[src/rtl/asi_dec_pkg.sv]
package asi_dec_pkg;
  localparam int ASI_W = 8;
  localparam int DW    = 64;
  localparam int WW    = 32;

  typedef enum logic [2:0] {RT_IGNORE, RT_CODE, RT_PHYS, RT_BLOCK, RT_FAULT} route_e;
  typedef enum logic [1:0] {ST_IDLE, ST_WAIT, ST_RESP} state_e;
  typedef enum logic [1:0] {CS_IDLE, CS_FIRST, CS_SECOND} code_st_e;
endpackage

[src/rtl/asi_route_decode.sv]
module asi_route_decode
  import asi_dec_pkg::*;
(
  input  logic [ASI_W-1:0] asi,
  input  logic             write,
  output route_e           route,
  output logic             blk_fill
);
  always_comb begin
    route    = RT_FAULT;
    blk_fill = 1'b0;
    case (asi)
      8'h02, 8'h0C, 8'h0D, 8'h0E, 8'h0F: route = RT_IGNORE;
      8'h09: route = write ? RT_FAULT : RT_CODE;
      8'h20: route = RT_PHYS;
      8'h10, 8'h11, 8'h12, 8'h13, 8'h14,
      8'h31, 8'h36, 8'h37: route = write ? RT_IGNORE : RT_FAULT;
      8'h17: route = write ? RT_BLOCK : RT_FAULT;
      8'h1F: begin
        route    = write ? RT_BLOCK : RT_FAULT;
        blk_fill = 1'b1;
      end
      default: route = RT_FAULT;
    endcase
  end
endmodule

[src/rtl/asi_port_hold.sv]
module asi_port_hold (
  input  logic clk,
  input  logic rst_n,
  input  logic start,
  input  logic ack,
  output logic req,
  output logic done
);
  logic busy_q;

  always_ff @(posedge clk or negedge rst_n) begin
    if (!rst_n)          busy_q <= 1'b0;
    else if (start)      busy_q <= 1'b1;
    else if (busy_q && ack) busy_q <= 1'b0;
  end

  assign req  = busy_q;
  assign done = busy_q && ack;
endmodule

[src/rtl/asi_code_seq.sv]
module asi_code_seq
  import asi_dec_pkg::*;
#(
  parameter int AW = 32
) (
  input  logic          clk,
  input  logic          rst_n,
  input  logic          start,
  input  logic [AW-1:0] addr,
  input  logic [1:0]    size,
  output logic          code_req,
  output logic [AW-1:0] code_addr,
  output logic [1:0]    code_size,
  input  logic          code_ack,
  input  logic [WW-1:0] code_rdata,
  output logic          done,
  output logic [DW-1:0] data
);
  code_st_e      st_q;
  logic [AW-1:0] base_q;
  logic [1:0]    size_q;
  logic [WW-1:0] hi_q;
  logic [AW-1:0] mask;
  logic          pair;

  always_comb begin
    mask = '1;
    if (size == 2'd1) mask[0] = 1'b0;
    if (size[1])      mask[1:0] = 2'b00;
  end

  assign pair = (size_q == 2'd3);

  always_ff @(posedge clk or negedge rst_n) begin
    if (!rst_n) begin
      st_q   <= CS_IDLE;
      base_q <= '0;
      size_q <= '0;
      hi_q   <= '0;
    end else begin
      case (st_q)
        CS_IDLE: if (start) begin
          base_q <= addr & mask;
          size_q <= size;
          st_q   <= CS_FIRST;
        end
        CS_FIRST: if (code_ack) begin
          hi_q <= code_rdata;
          st_q <= pair ? CS_SECOND : CS_IDLE;
        end
        CS_SECOND: if (code_ack) st_q <= CS_IDLE;
        default: st_q <= CS_IDLE;
      endcase
    end
  end

  assign code_req  = (st_q == CS_FIRST) || (st_q == CS_SECOND);
  assign code_addr = (st_q == CS_SECOND) ? base_q + AW'(4) : base_q;
  assign code_size = pair ? 2'd2 : size_q;
  assign done      = code_ack && (((st_q == CS_FIRST) && !pair) || (st_q == CS_SECOND));
  assign data      = pair ? {hi_q, code_rdata} : {{WW{1'b0}}, code_rdata};
endmodule

[src/rtl/asi_access_decoder.sv]
module asi_access_decoder
  import asi_dec_pkg::*;
#(
  parameter int AW = 32
) (
  input  logic             clk,
  input  logic             rst_n,
  input  logic             req_valid,
  output logic             req_ready,
  input  logic             req_write,
  input  logic [ASI_W-1:0] req_asi,
  input  logic [1:0]       req_size,
  input  logic [AW-1:0]    req_addr,
  input  logic [DW-1:0]    req_wdata,
  output logic             rsp_done,
  output logic [DW-1:0]    rsp_rdata,
  output logic             code_req,
  output logic [AW-1:0]    code_addr,
  output logic [1:0]       code_size,
  input  logic             code_ack,
  input  logic [WW-1:0]    code_rdata,
  output logic             phys_req,
  output logic             phys_write,
  output logic [1:0]       phys_size,
  output logic [AW-1:0]    phys_addr,
  output logic [DW-1:0]    phys_wdata,
  input  logic             phys_ack,
  input  logic [DW-1:0]    phys_rdata,
  output logic             blk_req,
  output logic             blk_fill,
  output logic [AW-1:0]    blk_addr,
  output logic [DW-1:0]    blk_wdata,
  input  logic             blk_ack,
  output logic             flt_strobe,
  output logic             flt_write,
  output logic [ASI_W-1:0] flt_asi,
  output logic [AW-1:0]    flt_addr
);
  state_e           state_q;
  route_e           dec_route, route_q;
  logic             dec_fill, fill_q, wr_q;
  logic [ASI_W-1:0] asi_q;
  logic [1:0]       size_q;
  logic [AW-1:0]    addr_q;
  logic [DW-1:0]    wdata_q, rdata_q, code_data;
  logic             accept, code_done, phys_done, blk_done;

  asi_route_decode u_dec (
    .asi(req_asi), .write(req_write), .route(dec_route), .blk_fill(dec_fill)
  );

  assign req_ready = (state_q == ST_IDLE);
  assign accept    = req_valid && req_ready;

  asi_code_seq #(.AW(AW)) u_code (
    .clk(clk), .rst_n(rst_n),
    .start(accept && dec_route == RT_CODE),
    .addr(req_addr), .size(req_size),
    .code_req(code_req), .code_addr(code_addr), .code_size(code_size),
    .code_ack(code_ack), .code_rdata(code_rdata),
    .done(code_done), .data(code_data)
  );

  asi_port_hold u_phys (
    .clk(clk), .rst_n(rst_n), .start(accept && dec_route == RT_PHYS),
    .ack(phys_ack), .req(phys_req), .done(phys_done)
  );

  asi_port_hold u_blk (
    .clk(clk), .rst_n(rst_n), .start(accept && dec_route == RT_BLOCK),
    .ack(blk_ack), .req(blk_req), .done(blk_done)
  );

  always_ff @(posedge clk or negedge rst_n) begin
    if (!rst_n) begin
      state_q <= ST_IDLE;
      route_q <= RT_IGNORE;
      fill_q  <= 1'b0;
      wr_q    <= 1'b0;
      asi_q   <= '0;
      size_q  <= '0;
      addr_q  <= '0;
      wdata_q <= '0;
      rdata_q <= '0;
    end else begin
      case (state_q)
        ST_IDLE: if (accept) begin
          route_q <= dec_route;
          fill_q  <= dec_fill;
          wr_q    <= req_write;
          asi_q   <= req_asi;
          size_q  <= req_size;
          addr_q  <= req_addr;
          wdata_q <= req_wdata;
          rdata_q <= '0;
          state_q <= (dec_route inside {RT_CODE, RT_PHYS, RT_BLOCK}) ? ST_WAIT : ST_RESP;
        end
        ST_WAIT: begin
          if (code_done) begin
            rdata_q <= code_data;
            state_q <= ST_RESP;
          end else if (phys_done) begin
            if (!wr_q) rdata_q <= phys_rdata;
            state_q <= ST_RESP;
          end else if (blk_done) begin
            state_q <= ST_RESP;
          end
        end
        ST_RESP: state_q <= ST_IDLE;
        default: state_q <= ST_IDLE;
      endcase
    end
  end

  assign rsp_done   = (state_q == ST_RESP);
  assign rsp_rdata  = rdata_q;
  assign phys_write = wr_q;
  assign phys_size  = size_q;
  assign phys_addr  = addr_q;
  assign phys_wdata = wdata_q;
  assign blk_fill   = fill_q;
  assign blk_addr   = addr_q;
  assign blk_wdata  = wdata_q;
  assign flt_strobe = rsp_done && (route_q == RT_FAULT);
  assign flt_write  = wr_q;
  assign flt_asi    = asi_q;
  assign flt_addr   = addr_q;
endmodule

[config.mk]
export PLATFORM = sky130hd
export DESIGN_NAME = asi_access_decoder
export DESIGN_NICKNAME = d
export VERILOG_FILES = /design/src/rtl/asi_dec_pkg.sv /design/src/rtl/asi_route_decode.sv /design/src/rtl/asi_port_hold.sv /design/src/rtl/asi_code_seq.sv /design/src/rtl/asi_access_decoder.sv
export SDC_FILE = /design/constraint.sdc
export NUM_CORES = 1
export LEC_CHECK = 0
export CAP_MARGIN = 20
export CORE_AREA = 2 2 214 216
export DETAILED_ROUTE_END_ITERATION = 8
export DIE_AREA = 0 0 216 218
export HOLD_SLACK_MARGIN = 0.08
export RECOVER_POWER = 25
export SLEW_MARGIN = 10
export SYNTH_ARGS = -nofsm -noshare
export SYNTH_HDL_FRONTEND = slang
export SYNTH_SLANG_ARGS = --single-unit
[constraint.sdc]
create_clock -name clk -period 6.55 [get_ports clk]
set_input_delay 1.6375 -clock clk [delete_from_list [all_inputs] [get_ports clk]]
set_output_delay 1.6375 -clock clk [all_outputs]
set_load 0.02 [all_outputs]
==> metrics.txt <==
Hold Crit Class register to register; setup bufs post-CTS 0; Slew @ Worst Pin 1.793 ns; Die ar. between 40000 and 50000 µm²; fmax 198.0 MHz; io pins 550; Compound-Gate Fraction of Synth Area 0.07009; first-pass GRT wire length 63840 µm; mux share of post-synthesis cell area 0.07423; most numerous cell on the critical path nand4_1; Placement Setup Slack just over 2 ns; VDD IR max approximately 0.14 mV; Synth top cells by count nand2_1, dfrtp_1, buf_4; Seq/Total Area, Yosys 0.5107; Net Count, Synth roughly 1.5k; Leak Pwr 8.007 nW; largest family of logic cells by synthesized area simple AND/OR/NAND/NOR gates; die width between 200 and 250 µm; clock latency on the worst-skew pair between 0.5 and 0.6 ns; unrepaired setup endpoints after global routing no; final net count between 1.5k and 2k; outcome complete, but fails checks; #FFs+latches synth about 250; DRC viols 0; drt wl/cell between 15 and 20 µm; largest net degree at the start of global routing 149; Crit. End Element primary output; post-route clock period utilization 0.7710; Die Y ~220 µm; Post-Synth XOR/XNOR Area 0.02099; Yosys warning total 0; Clock Path Buffers 3; total grt overflow 0; fin util 0.4054; Tot Pwr ~0.0046 W; area grow syn2layout 50.37%; Worst slew margin -0.1951; Worst Clk Skew between 0.02 and 0.025 ns; data arrival time at the worst-slack endpoint approximately 3.4 ns; antenna diode count 0; Routed Wire Length 42550 µm; Final Wtd Congestion about 0.86; Avg Inst Size Synth 9.567 µm²; GRT Resource Usage Total 0.1731; Top FF cell, synth dfrtp_1; failing checks max-capacitance violations, max-slew violations; clock sinks roughly 250; Simple-Gate Fraction of Synth Area 0.1985; Distinct cells, synth 52; final setup margin ~1.5 ns; initial antenna violation count 0; input/output buffers between 500 and 600; final hold vios 0; Async SR Flop Fraction 1.000; DP HPWL 30870 µm; Starting Density 0.2696; initial drt markers slightly below 600; CTS H-tree lvls 1; critical path class register to primary output; CTS Hold Bufs 0; vias around 10k; Sum Neg Setup Slack 0 ns; share of layout cells above drive strength 1 0.08906; adder-cell share of the synthesized area 0.004135; Final ANT Viol Nets 0; Gates resized, CTS repair 0; Slowest-stage cell, CP nor2_1; cells after synthesis 1265; CP required roughly 4.9 ns; crit start category register; Via density ~4.5; area share of the leading cell type in the synthesized netlist 0.5107; Core Box Area 44890 µm²; Yosys top cell by area dfrtp_1; Pins Over Slew Limit between 100 and 150; Clk Tree Root Cell clkbuf_16; highest cell delay on the worst timing path between 0.7 and 0.8 ns; power per cell area around 250 nW/µm²; Row Count 78; Post-synth EDFFs 0; top cells by area, synth dfrtp_1, nand2_1, buf_4; DRT Pass-1 Iters 5; max-cap violations 2; Num CTS Buffers 29; CTS tree done; final setup fails 0; vias in the first global route about 10k; critical path fanouts, max 12; fin crit period 5.050 ns; crit-path cells inv_1, ha_2, nand4_1, nor2_1, nand4_1, xnor2_1, clkdlybuf4s50_1; clock-pin transition on the worst setup and hold timing paths ~0.06 ns; synthesized area between 10000 and 15000 µm²; top-count cell post-synth nand2_1
[metal layers]
layer	wire length, µm	global-route usage	up-vias
met1	17640	0.2157	4983
met2	21070	0.2972	391
met3	2750	0.03905	54
li1	-	-	4855
met4	1081	0.05525	0
met5	0	0	-
[cells by family (layout without fill, tap and decap cells)]
group,after synthesis,in the layout
AOI/OAI and AO/OA,121,121
xor gates and xnor gates,29,29
adders and majority gates,4,4
buffers and inverters,252,660
DFF,247,247
muxes,70,70
and+or+nand+nor,542,542
[stage by stage]
stage                     hold slack (ns)  instance area (µm²)  instances
after floorplan                    0.4394                12100       1265
after global placement             0.4515                17240       2219
after detailed placement           0.4663                17240       2219
after CTS                          0.4794                18200       2273
after global routing               0.5019                18200       2273
final                              0.4750                18200       2273
[final timing paths]
check                      slack, ns           start              end  depth (start not counted)
max                             1.50  u_code.st_q[0]    code_addr[12]                          7
min                             0.48      flt_asi[7]       flt_asi[7]                          2
max reg2reg                     3.81  u_code.st_q[1]    rsp_rdata[56]                          7
min reg2reg                     0.48      flt_asi[7]       flt_asi[7]                          2
max in group asynchronous       2.45           rst_n  u_code.hi_q[11]                          2
min in group asynchronous       1.52           rst_n      blk_addr[6]                          1
[final cells by class]
type | count | area (µm²)
clock buffers | 37 | 795.8
clock inverters | 17 | 166.4
repair buffers | 566 | 5639
flip-flops and latches | 247 | 6181
fillers | 4401 | 26690
well taps | 600 | 750.7
multi-input cells | 766 | 4516
inverters | 40 | 150.1
[power by group]
part / internal [W] / switching [W]
logic: 0.000556 / 0.000583
clock network: 0.000974 / 0.000654
registers: 0.00165 / 0.000134
total: 0.00318 / 0.00137
[sequential cells by signal (all words and copies together), names as in the netlist]
register	flops
blk_addr	32
route_q	3
phys_size	2
u_code.hi_q	32
u_phys.req	1
flt_write	1
u_code.base_q	32
rsp_rdata	64
state_q	2
blk_fill	1
u_blk.req	1
u_code.st_q	2
blk_wdata	64
flt_asi	8
u_code.size_q	2
[critical path: cells and delay by family, from the launching register on]
family,cells,cell delay (ns)
simple gates,3,1.12
buf+inv,2,0.78
flops,1,0.40
xor+xnor,1,0.38
fa+ha+maj,1,0.18
[placed cells by master, fill, tap and decap left out, types with 2 or more instances in the layout]
cell type        count
clkdlybuf4s50_1    548
nand2_1            373
dfrtp_1            247
nand3_1             72
nand4_1             49
inv_1               40
o21ai_0             39
mux2_2              38
a22o_1              32
o211ai_1            32
mux2_4              30
clkbuf_16           29
xnor2_1             26
buf_4               14
clkinv_2            12
and3_1              10
nor2_1               8
clkbuf_1             5
and2_1               4
clkbuf_8             4
xor2_1               3
nor2b_1              3
a21oi_1              3
ha_1                 3
bufinv_16            3
a2111oi_0            2
and4_1               2
nor4_1               2
or4b_2               2
nor4b_1              2
nor3_1               2
mux2i_1              2
a21o_1               2
buf_12               2
Note: power is estimated with default switching activity, not from simulation.
